`src/rtl/wipe_pkg.sv`:
```
// Shared encodings for the wipe sequencer: flash op codes and FSM states.
package wipe_pkg;
    typedef enum logic [1:0] {
        OP_READ  = 2'd0,
        OP_PROG  = 2'd1,
        OP_ERASE = 2'd2
    } fop_e;

    typedef enum logic [3:0] {
        WS_IDLE    = 4'h0,
        WS_DRAIN   = 4'h1,
        WS_PAGE    = 4'h2,
        WS_ERASE   = 4'h3,
        WS_PROG    = 4'h4,
        WS_CHECK   = 4'h5,
        WS_DONE    = 4'h6,
        WS_INVALID = 4'hF
    } wstate_e;
endpackage

```
`src/rtl/wipe_sw_port.sv`:
```
// Software side of the arbiter: accepts a request while unlocked, holds the
// command until the flash replies, and flags refused requests.
// Assumes sw_req is held until sw_gnt, and that fl_done only pulses for the
// current port owner.
module wipe_sw_port #(
    parameter int ADDR_W = 8,
    parameter int DATA_W = 16
) (
    input  logic              clk,
    input  logic              rst_n,
    input  logic              sw_req,
    input  logic [1:0]        sw_op,
    input  logic [ADDR_W-1:0] sw_addr,
    input  logic [DATA_W-1:0] sw_wdata,
    input  logic              locked,
    input  logic              wipe_req,
    input  logic              fl_done,
    output logic              sw_gnt,
    output logic              busy,
    output logic              deny,
    output logic [1:0]        op_q,
    output logic [ADDR_W-1:0] addr_q,
    output logic [DATA_W-1:0] wdata_q
);
    logic accept;

    // Grant only when idle, unlocked and no wipe is arriving this cycle.
    always_comb begin
        accept = sw_req && !busy && !locked && !wipe_req;
        sw_gnt = accept;
    end

    // Hold the accepted command, track ownership and register refusals.
    always_ff @(posedge clk) begin
        if (!rst_n) begin
            busy    <= 1'b0;
            deny    <= 1'b0;
            op_q    <= '0;
            addr_q  <= '0;
            wdata_q <= '0;
        end else begin
            deny <= sw_req && !accept && (locked || wipe_req);
            if (accept) begin
                busy    <= 1'b1;
                op_q    <= sw_op;
                addr_q  <= sw_addr;
                wdata_q <= sw_wdata;
            end else if (busy && fl_done) begin
                busy <= 1'b0;
            end
        end
    end
endmodule

```
`src/rtl/wipe_fsm.sv`:
```
// Wipe state machine: waits for software to drain, then erases, programs
// with FILL and verifies each page in turn. Ends in DONE or INVALID until
// reset. Any state encoding outside the defined set falls into INVALID.
// Assumes fl_done only pulses in response to this FSM's own commands while
// it is in a command state.
module wipe_fsm
    import wipe_pkg::*;
#(
    parameter int              ADDR_W     = 8,
    parameter int              DATA_W     = 16,
    parameter int              NUM_PAGES  = 4,
    parameter int              PAGE_SHIFT = 4,
    parameter logic [DATA_W-1:0] FILL     = 16'hC3A5
) (
    input  logic              clk,
    input  logic              rst_n,
    input  logic              wipe_req,
    input  logic              sw_busy,
    input  logic              fl_done,
    input  logic              fl_err,
    input  logic [DATA_W-1:0] fl_rdata,
    output logic              cmd_req,
    output logic [1:0]        cmd_op,
    output logic [ADDR_W-1:0] cmd_addr,
    output logic [DATA_W-1:0] cmd_wdata,
    output logic              locked,
    output logic              wipe_ack,
    output logic              fatal_err
);
    localparam int PAGE_W = (NUM_PAGES > 1) ? $clog2(NUM_PAGES) : 1;
    localparam logic [PAGE_W-1:0] LAST_PAGE = PAGE_W'(NUM_PAGES - 1);

    wstate_e           state_q, state_d;
    logic [PAGE_W-1:0] page_q;
    logic              page_inc;

    // Next-state decision for the wipe walk.
    always_comb begin
        state_d  = state_q;
        page_inc = 1'b0;
        case (state_q)
            WS_IDLE:    if (wipe_req) state_d = WS_DRAIN;
            WS_DRAIN:   if (!sw_busy) state_d = WS_PAGE;
            WS_PAGE:    state_d = WS_ERASE;
            WS_ERASE:   if (fl_done) state_d = fl_err ? WS_INVALID : WS_PROG;
            WS_PROG:    if (fl_done) state_d = fl_err ? WS_INVALID : WS_CHECK;
            WS_CHECK: begin
                if (fl_done) begin
                    if (fl_err || (fl_rdata != FILL)) begin
                        state_d = WS_INVALID;
                    end else if (page_q == LAST_PAGE) begin
                        state_d = WS_DONE;
                    end else begin
                        state_d  = WS_PAGE;
                        page_inc = 1'b1;
                    end
                end
            end
            WS_DONE:    state_d = WS_DONE;
            WS_INVALID: state_d = WS_INVALID;
            default:    state_d = WS_INVALID;
        endcase
    end

    // State and page-index registers.
    always_ff @(posedge clk) begin
        if (!rst_n) begin
            state_q <= WS_IDLE;
            page_q  <= '0;
        end else begin
            state_q <= state_d;
            if (page_inc) page_q <= page_q + 1'b1;
        end
    end

    // Command and status outputs decoded from the current state.
    always_comb begin
        cmd_req   = (state_q == WS_ERASE) || (state_q == WS_PROG) || (state_q == WS_CHECK);
        cmd_op    = OP_READ;
        if (state_q == WS_ERASE) cmd_op = OP_ERASE;
        if (state_q == WS_PROG)  cmd_op = OP_PROG;
        cmd_addr  = ADDR_W'(page_q) << PAGE_SHIFT;
        cmd_wdata = FILL;
        locked    = (state_q != WS_IDLE);
        wipe_ack  = (state_q == WS_DONE);
        fatal_err = (state_q == WS_INVALID);
    end
endmodule

```
`src/rtl/wipe_cmd_mux.sv`:
```
// Flash port steering: software owns the port while busy, otherwise the
// wipe FSM does. Routes the flash reply back to software.
// Assumes the two owners are never active together.
module wipe_cmd_mux #(
    parameter int ADDR_W = 8,
    parameter int DATA_W = 16
) (
    input  logic              sw_busy,
    input  logic [1:0]        sw_op_q,
    input  logic [ADDR_W-1:0] sw_addr_q,
    input  logic [DATA_W-1:0] sw_wdata_q,
    input  logic              wp_req,
    input  logic [1:0]        wp_op,
    input  logic [ADDR_W-1:0] wp_addr,
    input  logic [DATA_W-1:0] wp_wdata,
    input  logic              fl_done,
    input  logic              fl_err,
    input  logic [DATA_W-1:0] fl_rdata,
    output logic              fl_req,
    output logic [1:0]        fl_op,
    output logic [ADDR_W-1:0] fl_addr,
    output logic [DATA_W-1:0] fl_wdata,
    output logic              sw_done,
    output logic              sw_err,
    output logic [DATA_W-1:0] sw_rdata
);
    // Select the command source and return the reply.
    always_comb begin
        if (sw_busy) begin
            fl_req   = 1'b1;
            fl_op    = sw_op_q;
            fl_addr  = sw_addr_q;
            fl_wdata = sw_wdata_q;
        end else begin
            fl_req   = wp_req;
            fl_op    = wp_op;
            fl_addr  = wp_addr;
            fl_wdata = wp_wdata;
        end
        sw_done  = sw_busy && fl_done;
        sw_err   = sw_busy && fl_err;
        sw_rdata = fl_rdata;
    end
endmodule

```
`src/rtl/flash_wipe_seq.sv`:
```
// Top of the wipe sequencer: one flash command port shared between
// software requests and a hardware wipe with permanent lockout.
// Assumes a flash that holds off fl_done for at least one cycle after fl_req.
module flash_wipe_seq #(
    parameter int              ADDR_W     = 8,
    parameter int              DATA_W     = 16,
    parameter int              NUM_PAGES  = 4,
    parameter int              PAGE_SHIFT = 4,
    parameter logic [DATA_W-1:0] FILL     = 16'hC3A5
) (
    input  logic              clk,
    input  logic              rst_n,
    input  logic              sw_req,
    input  logic [1:0]        sw_op,
    input  logic [ADDR_W-1:0] sw_addr,
    input  logic [DATA_W-1:0] sw_wdata,
    output logic              sw_gnt,
    output logic              sw_done,
    output logic              sw_err,
    output logic              sw_deny,
    output logic [DATA_W-1:0] sw_rdata,
    input  logic              wipe_req,
    output logic              wipe_ack,
    output logic              fl_req,
    output logic [1:0]        fl_op,
    output logic [ADDR_W-1:0] fl_addr,
    output logic [DATA_W-1:0] fl_wdata,
    input  logic              fl_done,
    input  logic              fl_err,
    input  logic [DATA_W-1:0] fl_rdata,
    output logic              fatal_err
);
    logic              sw_busy;
    logic              locked;
    logic [1:0]        sw_op_q;
    logic [ADDR_W-1:0] sw_addr_q;
    logic [DATA_W-1:0] sw_wdata_q;
    logic              wipe_cmd_req;
    logic [1:0]        wipe_cmd_op;
    logic [ADDR_W-1:0] wipe_cmd_addr;
    logic [DATA_W-1:0] wipe_cmd_wdata;

    wipe_sw_port #(.ADDR_W(ADDR_W), .DATA_W(DATA_W)) u_sw (
        .clk      (clk),
        .rst_n    (rst_n),
        .sw_req   (sw_req),
        .sw_op    (sw_op),
        .sw_addr  (sw_addr),
        .sw_wdata (sw_wdata),
        .locked   (locked),
        .wipe_req (wipe_req),
        .fl_done  (fl_done),
        .sw_gnt   (sw_gnt),
        .busy     (sw_busy),
        .deny     (sw_deny),
        .op_q     (sw_op_q),
        .addr_q   (sw_addr_q),
        .wdata_q  (sw_wdata_q)
    );

    wipe_fsm #(
        .ADDR_W(ADDR_W), .DATA_W(DATA_W), .NUM_PAGES(NUM_PAGES),
        .PAGE_SHIFT(PAGE_SHIFT), .FILL(FILL)
    ) u_fsm (
        .clk       (clk),
        .rst_n     (rst_n),
        .wipe_req  (wipe_req),
        .sw_busy   (sw_busy),
        .fl_done   (fl_done),
        .fl_err    (fl_err),
        .fl_rdata  (fl_rdata),
        .cmd_req   (wipe_cmd_req),
        .cmd_op    (wipe_cmd_op),
        .cmd_addr  (wipe_cmd_addr),
        .cmd_wdata (wipe_cmd_wdata),
        .locked    (locked),
        .wipe_ack  (wipe_ack),
        .fatal_err (fatal_err)
    );

    wipe_cmd_mux #(.ADDR_W(ADDR_W), .DATA_W(DATA_W)) u_mux (
        .sw_busy    (sw_busy),
        .sw_op_q    (sw_op_q),
        .sw_addr_q  (sw_addr_q),
        .sw_wdata_q (sw_wdata_q),
        .wp_req     (wipe_cmd_req),
        .wp_op      (wipe_cmd_op),
        .wp_addr    (wipe_cmd_addr),
        .wp_wdata   (wipe_cmd_wdata),
        .fl_done    (fl_done),
        .fl_err     (fl_err),
        .fl_rdata   (fl_rdata),
        .fl_req     (fl_req),
        .fl_op      (fl_op),
        .fl_addr    (fl_addr),
        .fl_wdata   (fl_wdata),
        .sw_done    (sw_done),
        .sw_err     (sw_err),
        .sw_rdata   (sw_rdata)
    );
endmodule

```
`config.mk`:
```
export PLATFORM = sky130hd
export DESIGN_NAME = flash_wipe_seq
export DESIGN_NICKNAME = d
export VERILOG_FILES = /design/src/rtl/wipe_pkg.sv /design/src/rtl/wipe_sw_port.sv /design/src/rtl/wipe_fsm.sv /design/src/rtl/wipe_cmd_mux.sv /design/src/rtl/flash_wipe_seq.sv
export SDC_FILE = /design/constraint.sdc
export NUM_CORES = 1
export LEC_CHECK = 0
export CAP_MARGIN = 20
export CORE_ASPECT_RATIO = 1.4
export CORE_UTILIZATION = 50
export CTS_CLUSTER_SIZE = 8
export DETAILED_ROUTE_END_ITERATION = 6
export DONT_BUFFER_PORTS = 1
export PLACE_DENSITY = 0.68
export SYNTH_ARGS = -nofsm -noshare
export SYNTH_HDL_FRONTEND = slang
export SYNTH_SLANG_ARGS = --single-unit
```
`constraint.sdc`:
```
create_clock -name clk -period 1.4 [get_ports clk]
set_input_delay 0.28 -clock clk [delete_from_list [all_inputs] [get_ports clk]]
set_output_delay 0.28 -clock clk [all_outputs]
set_load 0.02 [all_outputs]
```
==> impl_results.md <==
- Initial Utilization: 53.48%
- CTS tree: built
- Syn Inst Count: 240
- Primary FF master, synth: dfxtp_1
- Status: finished, violations left
- Layout Skew: 0.01140 ns
- Slew margin rel.: 78.36%
- CP Data Arrival Time: 1.78 ns
- Worst Hold Class: in -> reg
- Hold slack final: 0.1029 ns
- FF+latch count, synth: 34
- Clock Tree Buf Depth: 2
- Worst EP required: roughly 1.6 ns
- RSZ-0062 raised after global routing: yes
- Pwr dens: 1605 mW/mm^2
- Area of the die: 0.003965 sq mm
- Mapped cell area: 0.001857 sq mm
- EDFF count, synth: 0
- Slew at the pin closest to its max-slew limit: 0.3212 ns
- Worst Setup End Kind: flop
- Clk pwr share: a little over a fifth
- Yosys warns: 0
- Routed WL: 5576 um
- Total CTS buffers: 5
- Switching power: roughly 1.5 mW
- Max cap viols: 0
- Vias in the first global route: 1648
- FP Rows: 25
- Adder-cell area share of the yosys netlist: 0.6739%
- Post-Synth Simple-Gate Area: 32.41%
- Comb power frac: slightly below 50%
- Startpoint types: flop
- Design area: 0.002695 sq mm
- Max Slew Vio Count: 0
- Synth Area in Compound Gates: 15.77%
- Pleak: 1.059 nW
- Root Buffer: clkbuf_8
- Flop-to-flop setup slack: -0.22 ns
- DRT iter0 DRCs: 52
- Main combinational cell family by area after synthesis: simple AND/OR/NAND/NOR gates
- PortBufs: 0
- Drt drc: 0
- Syn avg cell area: 7.737 sq um
- Placed Cells: approximately 280
- Post-DP HPWL: around 2900 um
- Area grow syn2layout: 45.15%
- Largest net degree at the start of global routing: 37
- Via/cell ratio: 5.836
- H-tree levels: 2
- Part of the power in registers: 29.0%
- Die W: 53.50 um
- Fin. Hold Viols: 0
- IR drop worst, VDD: 0.001494 V
- Final nets: between 300 and 400
- Gpl congestion: 0.8681
- Setup-failing EPs final: 47
- Reg clk slew, reported paths: 0.08 ns
- Failing checks: setup timing
- Netlist cell types: 44
- First drt pass iteration count: 4
- CTS sink cnt: 34
- Fin worst setup slack: -0.2222 ns
- Core area: 0.003472 sq mm
- Post-place instance area: approximately 0.0020 sq mm
- Syn Nets: 289
- Kind of critical path: reg -> reg
- Fin crit period: 1.622 ns
- Fin cells: between 300 and 400
- Achievable Freq: 616.5 MHz
- Layout cells sized above 1: 48.48%
- Register area share after synthesis: 36.66%
- Die height: between 70 and 80 um
- GRT Total Usage: between 20% and 30%
- Internal power: 2.793 mW
- Async SR Flop Fraction: 0%
- Total grt overflow: 0
- Clk_lat worst skew: between 0.2 and 0.3 ns
- Top Ports: 97
- Area share of xor/xnor cells in the synthesized design: less than 1%
- Initial antenna violation count: 0
- Antenna diodes: 0
- Mux share of post-synthesis cell area: under 10%
- Setup_tns: -4.061 ns
- DR WL/cell: 18.34 um
- Critical-path maximum fanout: 3
- Util after Layout: 77.62%
- Switching Fraction: a little over a third
- Remaining antenna violation count after routing: 0
- Via count: approximately 1800
- First-pass GRT wire length: between 7000 and 8000 um
- Final Cycle Share: 115.9%
worst paths after layout:
| path | cells after the start | from | end |
|---|---|---|---|
| setup / recovery | 8 | u_fsm.state_q[1]$_SDFFE_PN0P_ | u_fsm.state_q[3]$_SDFFE_PN0P_ |
| hold reg to reg | 2 | u_sw.wdata_q[15]$_SDFFE_PN0P_ | u_sw.wdata_q[15]$_SDFFE_PN0P_ |
| setup reg to reg | 8 | u_fsm.state_q[1]$_SDFFE_PN0P_ | u_fsm.state_q[3]$_SDFFE_PN0P_ |
| hold / removal | 2 | sw_req | u_sw.deny$_SDFF_PN0_ |
power by group through the flow:
stage          registers, mW  logic [mW]  clock network (mW)
6_report                1.26        2.14               0.927
5_1_grt                 1.27        2.26               0.976
4_1_cts                 1.21        1.69               0.924
3_5_place_dp            1.21        1.39                   0
3_3_place_gp            1.21        1.37                   0
2_1_floorplan           1.20        1.00                   0
synth_stat cells (2+ instances only):
master | number | share of area [%]
a21oi_1 | 32 | 8.6
a311oi_1 | 3 | 1.4
and2_1 | 16 | 5.4
buf_2 | 3 | 0.81
buf_4 | 17 | 6.9
buf_6 | 2 | 1.2
clkbuf_1 | 10 | 2.0
dfxtp_1 | 34 | 37
inv_1 | 2 | 0.40
inv_2 | 2 | 0.40
mux2_2 | 2 | 1.2
mux2i_1 | 2 | 1.1
nand2_1 | 63 | 13
nand2b_1 | 11 | 3.7
nor2_1 | 3 | 0.61
nor2b_1 | 3 | 1.0
nor3_1 | 2 | 0.54
nor3b_1 | 2 | 0.81
nor4b_1 | 2 | 0.94
o21ai_0 | 3 | 0.81
o21bai_1 | 2 | 0.81
o41ai_1 | 2 | 0.94
cell families (layout without fill, tap and decap cells):
logic type,Yosys count,after routing
compound gates,50,50
xor+xnor,1,1
fa+ha+maj,1,1
buf+inv,36,60
flops,34,34
mux,4,4
simple gates,114,114
flip-flops by register name (all words and copies together), names as in the netlist:
register / flops
u_sw.busy: 1
u_sw.wdata_q: 16
u_sw.addr_q: 8
u_sw.op_q: 2
u_fsm.page_q: 2
u_sw.deny: 1
u_fsm.state_q: 4
cell type report:
cell class	count	area, sq um
well taps	40	50.05
flip-flops and latches	34	691.9
clock buffers	6	82.58
clock inverters	1	30.03
multi-input cells	170	1214
repair buffers	49	609.3
inverters	4	17.52
fillers	222	777.0
layer usage:
| metal | part of all wire (%) | up-vias | track usage [%] | wire length, um |
|---|---|---|---|---|
| li1 | - | 834 | - | - |
| met1 | 37 | 839 | 29.35 | 2049 |
| met2 | 54 | 87 | 41.39 | 2985 |
| met3 | 7.3 | 14 | 7.975 | 409 |
| met4 | 2.3 | 0 | 11.11 | 131 |
| met5 | 0 | - | 0 | 0 |
repair_timing:
| action | in CTS | in global routing |
|---|---|---|
| hold buffers | 0 | 0 |
| cloned | 1 | 4 |
| pin swaps | 7 | 26 |
| setup buffers | 10 | 8 |
| setup endpoints to repair | 28 | 42 |
| resized for setup | 34 | 84 |
metrics by stage:
stage	worst slack (ns)	total power [mW]
finish	-0.2222	4.327
global route	-0.2963	4.509
CTS	-0.1798	3.822
detailed placement	-0.06340	2.606
global placement	-0.01011	2.578
floorplan	-0.02676	2.205
critical path, stage by stage (launching register included):
cell and delay, ns:
dfxtp_2 0.35, buf_6 0.13, buf_4 0.13, buf_4 0.14, nor4b_2 0.26, nand2_1 0.17
buf_4 0.18, nand4_1 0.09, a21oi_1 0.05
cells in the final DEF (no fill, tap or decap), types with 2 or more instances in the layout:
| cell type | Yosys | routed |
|---|---|---|
| a21oi_1 | 32 | 22 |
| a21oi_2 | 0 | 10 |
| a311oi_1 | 3 | 3 |
| and2_4 | 1 | 17 |
| buf_12 | 0 | 6 |
| buf_4 | 17 | 17 |
| buf_6 | 2 | 19 |
| buf_8 | 0 | 3 |
| clkbuf_16 | 0 | 3 |
| clkbuf_8 | 0 | 6 |
| dfxtp_1 | 34 | 29 |
| dfxtp_2 | 0 | 3 |
| dfxtp_4 | 0 | 2 |
| inv_1 | 2 | 2 |
| mux2_4 | 0 | 2 |
| mux2i_1 | 2 | 2 |
| nand2_1 | 63 | 43 |
| nand2_2 | 1 | 13 |
| nand2_4 | 0 | 8 |
| nand2b_1 | 11 | 8 |
| nand2b_4 | 0 | 3 |
| nor2_2 | 0 | 2 |
| nor2b_1 | 3 | 3 |
| nor3_2 | 1 | 2 |
| nor3_4 | 1 | 2 |
| nor3b_1 | 2 | 2 |
| o21ai_0 | 3 | 3 |
| o21bai_1 | 2 | 2 |
(Power assumes the default switching activity.)
